**src/rtl/sdf_pkg.sv**
```systemverilog
package sdf_pkg;

    localparam int DATA_W    = 32;
    localparam int ADDR_W    = 3;
    localparam int DBG_LVL_W = 5;

    localparam logic [ADDR_W-1:0] A_DATA   = 3'd0;
    localparam logic [ADDR_W-1:0] A_STATUS = 3'd1;
    localparam logic [ADDR_W-1:0] A_CTRL   = 3'd2;
    localparam logic [ADDR_W-1:0] A_BSIZE  = 3'd3;
    localparam logic [ADDR_W-1:0] A_BCOUNT = 3'd4;
    localparam logic [ADDR_W-1:0] A_DEBUG  = 3'd5;

    localparam logic [1:0] DIR_READ  = 2'b01;
    localparam logic [1:0] DIR_WRITE = 2'b10;

    localparam logic [DATA_W-1:0] DEBUG_RESET = 32'h0000_C60F;
    localparam logic [3:0]        DBG_DATAMODE = 4'h1;
    localparam logic [3:0]        DBG_PWRDOWN  = 4'hF;

    typedef enum logic [1:0] {
        ST_IDLE,
        ST_PACK,
        ST_FETCH,
        ST_SHIFT
    } eng_state_t;

endpackage

```
**src/rtl/sdf_fifo.sv**
```systemverilog
module sdf_fifo #(
    parameter int DEPTH = 16,
    parameter int DW    = 32,
    parameter int LVL_W = $clog2(DEPTH + 1)
) (
    input  logic             clk,
    input  logic             rst_n,
    input  logic             push,
    input  logic [DW-1:0]    push_data,
    input  logic             pop,
    output logic [DW-1:0]    head,
    output logic [LVL_W-1:0] level
);
    localparam int PTR_W = $clog2(DEPTH);

    logic [DW-1:0]    mem [DEPTH];
    logic [PTR_W-1:0] pos_q;
    logic [LVL_W-1:0] cnt_q;
    logic             take_push;
    logic             take_pop;
    logic [PTR_W-1:0] slot;

    // a push to a full store and a pop from an empty one are ignored
    assign take_push = push && (cnt_q != LVL_W'(DEPTH));
    assign take_pop  = pop  && (cnt_q != '0);
    assign slot      = pos_q + cnt_q[PTR_W-1:0];

    always_ff @(posedge clk) begin
        if (take_push) begin
            mem[slot] <= push_data;
        end
    end

    always_ff @(posedge clk or negedge rst_n) begin
        if (!rst_n) begin
            pos_q <= '0;
            cnt_q <= '0;
        end else begin
            if (take_pop) begin
                pos_q <= pos_q + PTR_W'(1);
            end
            unique case ({take_push, take_pop})
                2'b10:   cnt_q <= cnt_q + LVL_W'(1);
                2'b01:   cnt_q <= cnt_q - LVL_W'(1);
                default: cnt_q <= cnt_q;
            endcase
        end
    end

    assign head  = (cnt_q == '0) ? '0 : mem[pos_q];
    assign level = cnt_q;

endmodule

```
**src/rtl/sdf_engine.sv**
```systemverilog
module sdf_engine
    import sdf_pkg::*;
#(
    parameter int SIZE_W = 12,
    parameter int REM_W  = 21
) (
    input  logic              clk,
    input  logic              rst_n,
    input  logic [1:0]        dir,
    input  logic              load,
    input  logic [REM_W-1:0]  load_bytes,
    input  logic [SIZE_W-1:0] blk_size,
    input  logic              sw_push,
    input  logic              sw_pop,
    input  logic              fifo_full,
    input  logic              fifo_empty,
    input  logic [DATA_W-1:0] fifo_head,
    input  logic              rx_valid,
    input  logic [7:0]        rx_data,
    output logic              rx_ready,
    output logic              tx_valid,
    output logic [7:0]        tx_data,
    input  logic              tx_ready,
    output logic              eng_push,
    output logic [DATA_W-1:0] eng_word,
    output logic              eng_pop,
    output logic              ev_data,
    output logic              ev_block,
    output logic              ev_done
);
    eng_state_t        state, nxt;
    logic [REM_W-1:0]  remain;
    logic [SIZE_W-1:0] blk_left;
    logic [1:0]        pk_idx;
    logic [DATA_W-1:0] pk_acc;
    logic [DATA_W-1:0] sh_word;
    logic [1:0]        sh_idx;
    logic              rx_fire;
    logic              tx_fire;
    logic              last_byte;

    assign last_byte = (remain == REM_W'(1));

    // outputs of the state machine
    always_comb begin
        rx_ready = (state == ST_PACK) && (dir == DIR_READ) && !fifo_full && !sw_push;
        rx_fire  = rx_valid && rx_ready;
        eng_word = pk_acc | ({24'b0, rx_data} << {pk_idx, 3'b000});
        eng_push = rx_fire && ((pk_idx == 2'd3) || last_byte);
        eng_pop  = (state == ST_FETCH) && (dir == DIR_WRITE) && !fifo_empty && !sw_pop;
        tx_valid = (state == ST_SHIFT);
        tx_data  = sh_word[7:0];
        tx_fire  = tx_valid && tx_ready;
        ev_data  = eng_push || eng_pop;
        ev_block = tx_fire && (blk_size != '0) && (blk_left == SIZE_W'(1));
        ev_done  = (rx_fire || tx_fire) && last_byte;
    end

    // next state
    always_comb begin
        nxt = state;
        unique case (state)
            ST_IDLE: begin
                if (remain != '0) begin
                    if (dir == DIR_READ) begin
                        nxt = ST_PACK;          // arm-read
                    end else if (dir == DIR_WRITE) begin
                        nxt = ST_FETCH;         // arm-write
                    end
                end
            end
            ST_PACK: begin
                if (dir != DIR_READ) begin
                    nxt = ST_IDLE;              // drop-read
                end else if (rx_fire && last_byte) begin
                    nxt = ST_IDLE;              // pack-done
                end
            end
            ST_FETCH: begin
                if (dir != DIR_WRITE) begin
                    nxt = ST_IDLE;              // drop-write
                end else if (eng_pop) begin
                    nxt = ST_SHIFT;             // fetch-hit
                end
            end
            ST_SHIFT: begin
                if (tx_fire) begin
                    if (last_byte) begin
                        nxt = ST_IDLE;          // send-done
                    end else if (sh_idx == 2'd3) begin
                        nxt = ST_FETCH;         // word-spent
                    end
                end
            end
            default: nxt = ST_IDLE;
        endcase
        if (load) begin
            nxt = ST_IDLE;                      // reload
        end
    end

    // state register
    always_ff @(posedge clk or negedge rst_n) begin
        if (!rst_n) begin
            state <= ST_IDLE;
        end else begin
            state <= nxt;
        end
    end

    // byte counters and packing registers
    always_ff @(posedge clk or negedge rst_n) begin
        if (!rst_n) begin
            remain   <= '0;
            blk_left <= '0;
            pk_idx   <= '0;
            pk_acc   <= '0;
            sh_word  <= '0;
            sh_idx   <= '0;
        end else if (load) begin
            remain   <= load_bytes;
            blk_left <= blk_size;
            pk_idx   <= '0;
            pk_acc   <= '0;
            sh_word  <= '0;
            sh_idx   <= '0;
        end else begin
            if (rx_fire) begin
                remain <= remain - REM_W'(1);
                if (eng_push) begin
                    pk_idx <= '0;
                    pk_acc <= '0;
                end else begin
                    pk_idx <= pk_idx + 2'd1;
                    pk_acc <= eng_word;
                end
            end
            if (eng_pop) begin
                sh_word <= fifo_head;
                sh_idx  <= '0;
            end
            if (tx_fire) begin
                remain   <= remain - REM_W'(1);
                sh_word  <= {8'b0, sh_word[DATA_W-1:8]};
                sh_idx   <= sh_idx + 2'd1;
                blk_left <= (blk_left == SIZE_W'(1)) ? blk_size : blk_left - SIZE_W'(1);
            end
        end
    end

endmodule

```
**src/rtl/sdf_regs.sv**
```systemverilog
module sdf_regs
    import sdf_pkg::*;
#(
    parameter int SIZE_W = 12,
    parameter int BCNT_W = 9,
    parameter int REM_W  = 21,
    parameter int LVL_W  = 5
) (
    input  logic              clk,
    input  logic              rst_n,
    input  logic              reg_wr,
    input  logic              reg_rd,
    input  logic [ADDR_W-1:0] reg_addr,
    input  logic [DATA_W-1:0] reg_wdata,
    output logic [DATA_W-1:0] reg_rdata,
    output logic              irq,
    input  logic [DATA_W-1:0] fifo_head,
    input  logic [LVL_W-1:0]  fifo_level,
    input  logic              ev_data,
    input  logic              ev_block,
    input  logic              ev_done,
    output logic [1:0]        dir,
    output logic              load,
    output logic [REM_W-1:0]  load_bytes,
    output logic [SIZE_W-1:0] blk_size,
    output logic              sw_push,
    output logic              sw_pop
);
    logic [3:0]        ctrl_q;
    logic [2:0]        stat_q;
    logic [BCNT_W-1:0] bcnt_q;
    logic [DATA_W-1:0] dbg_q;
    logic [2:0]        stat_set;
    logic [2:0]        stat_clr;
    logic [DATA_W-1:0] dbg_wval;
    logic [DATA_W-1:0] dbg_view;
    logic              wr_stat;
    logic              wr_dbg;

    assign dir        = ctrl_q[1:0];
    assign sw_push    = reg_wr && (reg_addr == A_DATA);
    assign sw_pop     = reg_rd && (reg_addr == A_DATA);
    assign load       = reg_wr && (reg_addr == A_BCOUNT);
    assign load_bytes = REM_W'(reg_wdata[BCNT_W-1:0]) * REM_W'(blk_size);
    assign wr_stat    = reg_wr && (reg_addr == A_STATUS);
    assign wr_dbg     = reg_wr && (reg_addr == A_DEBUG);

    assign stat_set = {ev_block && ctrl_q[3], ev_data && ctrl_q[2], ev_data};
    assign stat_clr = wr_stat ? reg_wdata[2:0] : 3'b000;
    assign irq      = stat_q[1] | stat_q[2];

    always_comb begin
        dbg_wval      = reg_wdata;
        dbg_wval[8:4] = '0;
        if (reg_wdata[3:0] == DBG_PWRDOWN) begin
            dbg_wval[3:0] = '0;
        end
    end

    assign dbg_view = {dbg_q[DATA_W-1:9], DBG_LVL_W'(fifo_level), dbg_q[3:0]};

    always_ff @(posedge clk or negedge rst_n) begin
        if (!rst_n) begin
            ctrl_q   <= '0;
            stat_q   <= '0;
            blk_size <= '0;
            bcnt_q   <= '0;
            dbg_q    <= DEBUG_RESET;
        end else begin
            stat_q <= (stat_q & ~stat_clr) | stat_set;
            if (reg_wr && (reg_addr == A_CTRL)) begin
                ctrl_q <= reg_wdata[3:0];
            end
            if (reg_wr && (reg_addr == A_BSIZE)) begin
                blk_size <= reg_wdata[SIZE_W-1:0];
            end
            if (load) begin
                bcnt_q <= reg_wdata[BCNT_W-1:0];
            end
            if (wr_dbg) begin
                dbg_q <= dbg_wval;
            end
            if (ev_done) begin
                dbg_q[3:0] <= DBG_DATAMODE;
            end
        end
    end

    always_ff @(posedge clk or negedge rst_n) begin
        if (!rst_n) begin
            reg_rdata <= '0;
        end else if (reg_rd) begin
            unique case (reg_addr)
                A_DATA:   reg_rdata <= fifo_head;
                A_STATUS: reg_rdata <= DATA_W'(stat_q);
                A_CTRL:   reg_rdata <= DATA_W'(ctrl_q);
                A_BSIZE:  reg_rdata <= DATA_W'(blk_size);
                A_BCOUNT: reg_rdata <= DATA_W'(bcnt_q);
                A_DEBUG:  reg_rdata <= dbg_view;
                default:  reg_rdata <= '0;
            endcase
        end
    end

endmodule

```
**src/rtl/sdf_datapath.sv**
```systemverilog
module sdf_datapath
    import sdf_pkg::*;
#(
    parameter int DEPTH  = 16,
    parameter int SIZE_W = 12,
    parameter int BCNT_W = 9
) (
    input  logic              clk,
    input  logic              rst_n,
    input  logic              reg_wr,
    input  logic              reg_rd,
    input  logic [ADDR_W-1:0] reg_addr,
    input  logic [DATA_W-1:0] reg_wdata,
    output logic [DATA_W-1:0] reg_rdata,
    output logic              irq,
    input  logic              rx_valid,
    input  logic [7:0]        rx_data,
    output logic              rx_ready,
    output logic              tx_valid,
    output logic [7:0]        tx_data,
    input  logic              tx_ready
);
    localparam int REM_W = SIZE_W + BCNT_W;
    localparam int LVL_W = $clog2(DEPTH + 1);

    logic [1:0]        dir;
    logic              load;
    logic [REM_W-1:0]  load_bytes;
    logic [SIZE_W-1:0] blk_size;
    logic              sw_push;
    logic              sw_pop;
    logic              eng_push;
    logic              eng_pop;
    logic [DATA_W-1:0] eng_word;
    logic              ev_data;
    logic              ev_block;
    logic              ev_done;
    logic [DATA_W-1:0] fifo_head;
    logic [LVL_W-1:0]  fifo_level;
    logic              fifo_full;
    logic              fifo_empty;

    assign fifo_full  = (fifo_level == LVL_W'(DEPTH));
    assign fifo_empty = (fifo_level == '0);

    sdf_regs #(
        .SIZE_W (SIZE_W),
        .BCNT_W (BCNT_W),
        .REM_W  (REM_W),
        .LVL_W  (LVL_W)
    ) u_regs (
        .clk        (clk),
        .rst_n      (rst_n),
        .reg_wr     (reg_wr),
        .reg_rd     (reg_rd),
        .reg_addr   (reg_addr),
        .reg_wdata  (reg_wdata),
        .reg_rdata  (reg_rdata),
        .irq        (irq),
        .fifo_head  (fifo_head),
        .fifo_level (fifo_level),
        .ev_data    (ev_data),
        .ev_block   (ev_block),
        .ev_done    (ev_done),
        .dir        (dir),
        .load       (load),
        .load_bytes (load_bytes),
        .blk_size   (blk_size),
        .sw_push    (sw_push),
        .sw_pop     (sw_pop)
    );

    sdf_fifo #(
        .DEPTH (DEPTH),
        .DW    (DATA_W),
        .LVL_W (LVL_W)
    ) u_fifo (
        .clk       (clk),
        .rst_n     (rst_n),
        .push      (sw_push || eng_push),
        .push_data (eng_push ? eng_word : reg_wdata),
        .pop       (sw_pop || eng_pop),
        .head      (fifo_head),
        .level     (fifo_level)
    );

    sdf_engine #(
        .SIZE_W (SIZE_W),
        .REM_W  (REM_W)
    ) u_eng (
        .clk        (clk),
        .rst_n      (rst_n),
        .dir        (dir),
        .load       (load),
        .load_bytes (load_bytes),
        .blk_size   (blk_size),
        .sw_push    (sw_push),
        .sw_pop     (sw_pop),
        .fifo_full  (fifo_full),
        .fifo_empty (fifo_empty),
        .fifo_head  (fifo_head),
        .rx_valid   (rx_valid),
        .rx_data    (rx_data),
        .rx_ready   (rx_ready),
        .tx_valid   (tx_valid),
        .tx_data    (tx_data),
        .tx_ready   (tx_ready),
        .eng_push   (eng_push),
        .eng_word   (eng_word),
        .eng_pop    (eng_pop),
        .ev_data    (ev_data),
        .ev_block   (ev_block),
        .ev_done    (ev_done)
    );

endmodule

```
**config.mk**
```make
export PLATFORM = sky130hd
export DESIGN_NAME = sdf_datapath
export DESIGN_NICKNAME = d
export VERILOG_FILES = /design/src/rtl/sdf_pkg.sv /design/src/rtl/sdf_fifo.sv /design/src/rtl/sdf_engine.sv /design/src/rtl/sdf_regs.sv /design/src/rtl/sdf_datapath.sv
export SDC_FILE = /design/constraint.sdc
export NUM_CORES = 1
export LEC_CHECK = 0
export BUFFER_PORTS_ARGS = -buffer_cell sky130_fd_sc_hd__buf_4
export CAP_MARGIN = 20
export CORE_AREA = 5 5 251 253
export DETAILED_ROUTE_END_ITERATION = 10
export DIE_AREA = 0 0 256 258
export GPL_TIMING_DRIVEN = 0
export PLACE_DENSITY_LB_ADDON = 0.2
export REMOVE_ABC_BUFFERS = 1
export SYNTH_ARGS = -nofsm -noshare
export SYNTH_HDL_FRONTEND = slang
export SYNTH_SLANG_ARGS = --single-unit
```
**constraint.sdc**
```tcl
create_clock -name clk -period 6.72 [get_ports clk]
set_input_delay 0.672 -clock clk [delete_from_list [all_inputs] [get_ports clk]]
set_output_delay 0.672 -clock clk [all_outputs]
set_load 0.01 [all_outputs]
```
==> flow_summary.json, run 1 <==
{
  "ys_top_cells_by_area": "edfxtp_1 47%, dfrtp_1 14%, mux4_2 8.3%",
  "wl_per_cell_um": 26.3,
  "num_rows": 91,
  "antenna_left": 0,
  "rr_endpoint": "u_eng.remain[20]$_DFFE_PN0P_",
  "critPathMaxFanout": 13,
  "ys_warn_count": 0,
  "yosys_most_used_dff": "edfxtp_1",
  "irDropWorstVdd_v": 0.000279,
  "cp-end-kind": "register",
  "synth_edf_count": 512,
  "slew_headroom": 0.235,
  "rsz0062_at_grt": "false",
  "fmax_mhz": 200,
  "grt_pass1_wl_mm": 132,
  "first_global_vias": 21164,
  "ff_latch_area_um2": 20400,
  "hold_viol": 0,
  "cts-root-to-sink-buffers": 3,
  "antenna_found_initial": 0,
  "leakage_nw": 14.8,
  "postPlaceCellArea_um2": 35500,
  "status": "complete, no violations",
  "cts-resized-gates": 0,
  "placed_cells": 3211,
  "multi_input_area_um2": 11700,
  "synth_area_um2": 33000,
  "cp.arrival_ns": 5.49,
  "yosysMostFrequentCell": "edfxtp_1",
  "r2r_setup_slack_ns": 1.73,
  "drt-total-wl_mm": 88.3,
  "grtUsageTotal": 0.264,
  "yosys_register_bits": 711,
  "startpoint_type": "register",
  "finalInstanceArea_um2": 38100,
  "dr.pass1.iters": 6,
  "ctsHoldBuffers": 0,
  "synth_top_area_cell": "edfxtp_1",
  "place_congestion": 0.847,
  "clock_skew_ns": 0.0251,
  "cts_setup_buffers": 0,
  "synth_cell_type_count": 79,
  "final_max_slew_viol_count": 0,
  "synth_cells": 2354,
  "fin_cells": 3355,
  "dp_hpwl_mm": 61.0,
  "fin_crit_sh": 0.743,
  "core_um2": 60800,
  "hold_path_class": "primary input to asynchronous set/reset pin",
  "diodes": 0,
  "tightest_slew_ns": 1.15,
  "pin_count": 92,
  "drc": 0,
  "drt_iter0_drc": 2252,
  "cts_tree": "done",
  "nets": 2683,
  "critical_path_required_ns": 7.22,
  "dieWidth_um": 256,
  "cts_root_buffer": "clkbuf_16",
  "drv_cap": 0,
  "power.density_nw_per_um2": 424,
  "cts.sinks": 711,
  "drt-vias-per-instance": 6.30,
  "netlist.area_leader.share": 0.466,
  "num_vias": 21127,
  "grt_max_degree": 113,
  "r2r-start": "u_regs.blk_size[5]$_DFFE_PN0P_",
  "syn-mean-instance-area_um2": 14.0,
  "io_buffers": 91,
  "drive_above_1_share": 0.208,
  "die_h_um": 258,
  "fillers": 4554,
  "dieArea_um2": 66000,
  "async_reset_ff_frac": 0.280,
  "setup_viol": 0,
  "power.total_mw": 16.2,
  "initial_utilization": 0.543,
  "cts_inserted_buffers": 74,
  "area_growth_pct": 15.4,
  "cts.clk_slew.worst_paths_ns": 0.06,
  "ff2ff_path_depth": 15,
  "ys_seq_area_frac": 0.617,
  "fin_crit_ns": 4.99,
  "grt_overflow": 0,
  "yosys-top-cells-count": "512 x edfxtp_1, 272 x nand2_1, 191 x dfrtp_1, 178 x a21oi_1",
  "htreeDepth": 3,
  "clk_latency_ns": 0.62,
  "crit_type": "register to register"
}
==> worst max-delay path: stages, from the launching register on <==
cell	delay (ns)
dfrtp_1	0.74
nand2_1	0.17
fa_1	0.54
fa_1	0.56
inv_1	0.06
fa_1	0.48
inv_1	0.05
fa_1	0.50
inv_1	0.05
ha_1	0.33
nand2_1	0.11
o21ai_1	0.18
a21oi_1	0.13
o311ai_1	0.53
o22ai_1	0.18
nor4_1	0.28
==> registers in the layout (all words and copies together) (netlist names), 3 cells and up <==
signal	count
u_regs.blk_size	12
u_fifo.level	5
u_eng.sh_word	32
u_eng.remain	21
u_fifo.pos_q	4
u_eng.pk_acc	32
u_regs.reg_rdata	32
u_eng.blk_left	12
u_regs.ctrl_q	4
u_regs.stat_q	3
u_regs.bcnt_q	9
u_regs.dbg_q	27
u_fifo.mem	512
==> worst max-delay path by stage <==
stage	start	to	slack, ns	cells after the start
3_5_place_dp	reg_wdata[0]	u_eng.remain[20]$_DFFE_PN0P_	1.52	16
5_1_grt	u_regs.blk_size[4]$_DFFE_PN0P_	u_eng.remain[20]$_DFFE_PN0P_	1.49	15
4_1_cts	u_regs.blk_size[5]$_DFFE_PN0P_	u_eng.remain[20]$_DFFE_PN0P_	1.71	15
6_report	u_regs.blk_size[5]$_DFFE_PN0P_	u_eng.remain[20]$_DFFE_PN0P_	1.73	15
2_1_floorplan	u_fifo.pos_q[0]$_DFFE_PN0P_	u_fifo.mem[12][0]$_DFFE_PP_	-3.92	4
3_3_place_gp	u_fifo.pos_q[0]$_DFFE_PN0P_	u_fifo.mem[4][23]$_DFFE_PP_	-11.48	4
==> cells in the final DEF (no fill, tap or decap), types with 23 or more instances in the layout <==
cell type  Yosys  layout
ha_1          55      55
nor2b_1       36      35
dfrtp_1      191     188
a32oi_1       26      26
edfxtp_1     512     512
nand2_1      272     272
mux2i_1       65      65
fa_1          73      73
o221ai_1      34      34
mux4_2       121     121
clkbuf_16      0      75
buf_4         14     183
and2_1        62      62
nor2_1       112     109
a21oi_1      178     178
inv_1        121     121
xor2_1        23      23
o21ai_0       69      69
==> power by group <==
group          internal (mW)  leakage [nW]  total, mW  switching [mW]
clock                   2.51          1.20       4.20            1.69
combinational           2.69          6.40       6.23            3.54
sequential              5.17          7.16       5.73           0.558
total                   10.4          14.8       16.2            5.79
==> metrics by stage <==
stage / worst slack (ns) / hold WS, ns / TNS (ns) / utilization
CTS: 1.71 / 0.118 / 0 / 0.625
global placement: -11.48 / 0.446 / -6661.64 / 0.559
floorplan: -3.92 / 0.376 / -1858.17 / -
global route: 1.49 / 0.129 / 0 / 0.626
finish: 1.73 / 0.0775 / 0 / 0.626
detailed placement: 1.52 / 0.450 / 0 / 0.584
==> cell families (layout without fill, tap and decap cells) <==
group,after synthesis,in the layout,synth area share
and+or+nand+nor,598,598,0.0880
DFF,711,711,0.617
AOI/OAI and AO/OA,402,402,0.0770
muxes,203,203,0.108
buffers and inverters,271,482,0.0338
adders and majority gates,128,128,0.0651
xor gates and xnor gates,41,41,0.0109
==> layer usage <==
metal  wire length, um  GRT usage  up-vias
met4              3240     0.0969        0
met3              7380     0.0503      186
li1                  -          -     9036
met1             34800      0.359    10894
met2             42900      0.433     1011
met5                 0          0        -
==> layout make-up <==
class                      count  share of cell area
tap                          790              0.0260
timing repair buffer         225              0.0554
multi-input combinational   1372               0.306
inverter                     122              0.0121
sequential                   711               0.535
clock buffer                  99              0.0530
clock inverter                36              0.0122
Note: power is estimated with default switching activity, not from simulation.
==> run 2: changes to the inputs <==
==> constraint.sdc (replaced) <==
create_clock -name clk -period 4.5 [get_ports clk]
set_input_delay 0.45 -clock clk [delete_from_list [all_inputs] [get_ports clk]]
set_output_delay 0.45 -clock clk [all_outputs]
set_load 0.01 [all_outputs]
==> run 2 against run 1 <==
Net effect:
- global-route usage is 0.28 points higher
- power rose by 57%
- combinational power rose by 70%
- critical path type unchanged
- sequential power grew 48%
==> flow_summary.json, run 2 (synthesized netlist as in run 1, its figures left out) <==
{
  "cts.clk_slew.worst_paths_ns": 0.06,
  "htreeDepth": 3,
  "largest_reg_flops": 512,
  "cp-end-kind": "register",
  "final_max_slew_viol_count": 0,
  "num_vias": 21156,
  "wl_per_cell_um": 26.3,
  "grt_max_degree": 113,
  "critPathMaxFanout": 5,
  "r2r-start": "u_regs.blk_size[8]$_DFFE_PN0P_",
  "drv_cap": 0,
  "largest_register": "u_fifo.mem",
  "leakage_nw": 15.0,
  "pin_count": 92,
  "dp_hpwl_mm": 61.0,
  "seq_power_share": 0.335,
  "final_cell_mix": "512 x edfxtp_1, 270 x nand2_1, 215 x buf_4, 176 x dfrtp_1, 173 x a21oi_1",
  "fin_util": 0.635,
  "clock_skew_ns": 0.0258,
  "drt-vias-per-instance": 6.23,
  "fin_crit_ns": 4.42,
  "p_switching_mw": 9.25,
  "irDropWorstVdd_v": 0.000627,
  "cp.arrival_ns": 4.88,
  "grt_overflow": 0,
  "ff2ff_path_depth": 16,
  "drt_iter0_drc": 2348,
  "num_rows": 91,
  "hold_end": "u_regs.dbg_q[30]$_DFFE_PN0P_",
  "power.density_nw_per_um2": 657,
  "die_h_um": 258,
  "critical_path_required_ns": 4.96,
  "hold_start": "reg_wdata[30]",
  "dieArea_um2": 66000,
  "r2r_setup_slack_ns": 0.08,
  "cts_inserted_buffers": 74,
  "setup_viol": 0,
  "final_common_cell": "edfxtp_1",
  "fillers": 4479,
  "drc": 0,
  "fmax_mhz": 226,
  "clkPwrFrac": 0.248,
  "antenna_left": 0,
  "initial_utilization": 0.543,
  "dieWidth_um": 256,
  "antenna_found_initial": 0,
  "combPwrFrac": 0.418,
  "nets": 2722,
  "hold_viol": 0,
  "startpoint_type": "register",
  "diodes": 0,
  "dr.pass1.iters": 5,
  "p_int_mw": 16.1,
  "grtUsageTotal": 0.267,
  "drive_above_1_share": 0.236,
  "cts_tree": "done",
  "placed_cells": 3211,
  "cts.sinks": 711,
  "fin_cells": 3394,
  "area_growth_pct": 17.1,
  "slew_headroom": 0.245,
  "finalHoldWorstSlack_ns": 0.0408,
  "fin_crit_sh": 0.983,
  "swShare": 0.364,
  "cts-root-to-sink-buffers": 3,
  "cts_root_buffer": "clkbuf_16",
  "rr_endpoint": "u_eng.remain[17]$_DFFE_PN0P_",
  "core_um2": 60800,
  "hold_path_class": "primary input to register",
  "rsz0062_at_grt": "true",
  "tightest_slew_ns": 1.13,
  "clk_latency_ns": 0.62,
  "grt_pass1_wl_mm": 133,
  "whs_path_depth": 3,
  "io_buffers": 91,
  "ff_latch_area_um2": 20400,
  "first_global_vias": 21290,
  "status": "complete, no violations",
  "place_congestion": 0.847,
  "multi_input_area_um2": 11900,
  "drt-total-wl_mm": 89.3,
  "crit_type": "register to register"
}
## run 2: area by class of cell
class / count / share of cell area
well taps: 790 / 0.0256
flip-flops and latches: 711 / 0.528
clock buffers: 99 / 0.0522
inverters: 122 / 0.0119
multi-input cells: 1372 / 0.307
repair buffers: 264 / 0.0630
clock inverters: 36 / 0.0120
## run 2: worst max-delay path, stage by stage (launching register included)
cell and delay [ns]:
dfrtp_2 0.46, buf_6 0.15, buf_6 0.13, and2_4 0.14
fa_1 0.54, inv_1 0.05, fa_1 0.47, inv_1 0.05
fa_1 0.49, fa_1 0.54, ha_4 0.31, nor2_2 0.05
a311oi_2 0.34, o21a_1 0.20, o22ai_2 0.08, xor2_1 0.19
o21ai_1 0.08
## run 2: power groups by stage
stage	clock (mW)	combinational, mW	sequential [mW]
finish	6.28	10.6	8.50
detailed placement	0	9.27	8.65
global route	6.63	11.5	8.56
global placement	0	8.19	9.06
CTS	6.34	9.62	8.48
floorplan	0	6.27	8.70
## run 2: metal layers
| layer | vias to the layer above | wire [um] | part of all wire | GRT usage |
|---|---|---|---|---|
| li1 | 9096 | - | - | - |
| met1 | 10879 | 35100 | 0.39 | 0.363 |
| met2 | 993 | 43300 | 0.48 | 0.436 |
| met3 | 188 | 7500 | 0.084 | 0.0511 |
| met4 | 0 | 3370 | 0.038 | 0.0988 |
| met5 | - | 0 | 0 | 0 |
## run 2: repair_timing
item	4_1_cts	5_1_grt
pin swaps	1	23
buffers inserted	27	11
hold buffers	1	0
resized for setup	20	40
endpoints found under the hold margin	104	0
endpoints found under the setup margin	17	120
## run 2: worst max path at each step
stage / to / slack [ns] / from / cells past startpoint
6_report: u_eng.remain[17]$_DFFE_PN0P_ / 0.08 / u_regs.blk_size[8]$_DFFE_PN0P_ / 16
4_1_cts: u_eng.remain[19]$_DFFE_PN0P_ / 0.001 / u_regs.blk_size[5]$_DFFE_PN0P_ / 17
3_5_place_dp: u_eng.remain[20]$_DFFE_PN0P_ / -0.48 / reg_wdata[0] / 16
5_1_grt: u_eng.remain[17]$_DFFE_PN0P_ / -0.03 / u_regs.blk_size[8]$_DFFE_PN0P_ / 16
3_3_place_gp: u_fifo.mem[4][23]$_DFFE_PP_ / -13.70 / u_fifo.pos_q[0]$_DFFE_PN0P_ / 4
2_1_floorplan: u_fifo.mem[12][0]$_DFFE_PP_ / -6.14 / u_fifo.pos_q[0]$_DFFE_PN0P_ / 4
## run 2: through the flow
stage,cell area (um2),TNS [ns],power (mW),setup slack (ns)
floorplan,32300,-3376.51,15.0,-6.14
global placement,34000,-9131.19,17.2,-13.70
detailed placement,35500,-4.82,17.9,-0.478
CTS,38300,0,24.4,0.00117
global route,38600,-0.0812,26.7,-0.0341
finish,38600,0,25.4,0.0769
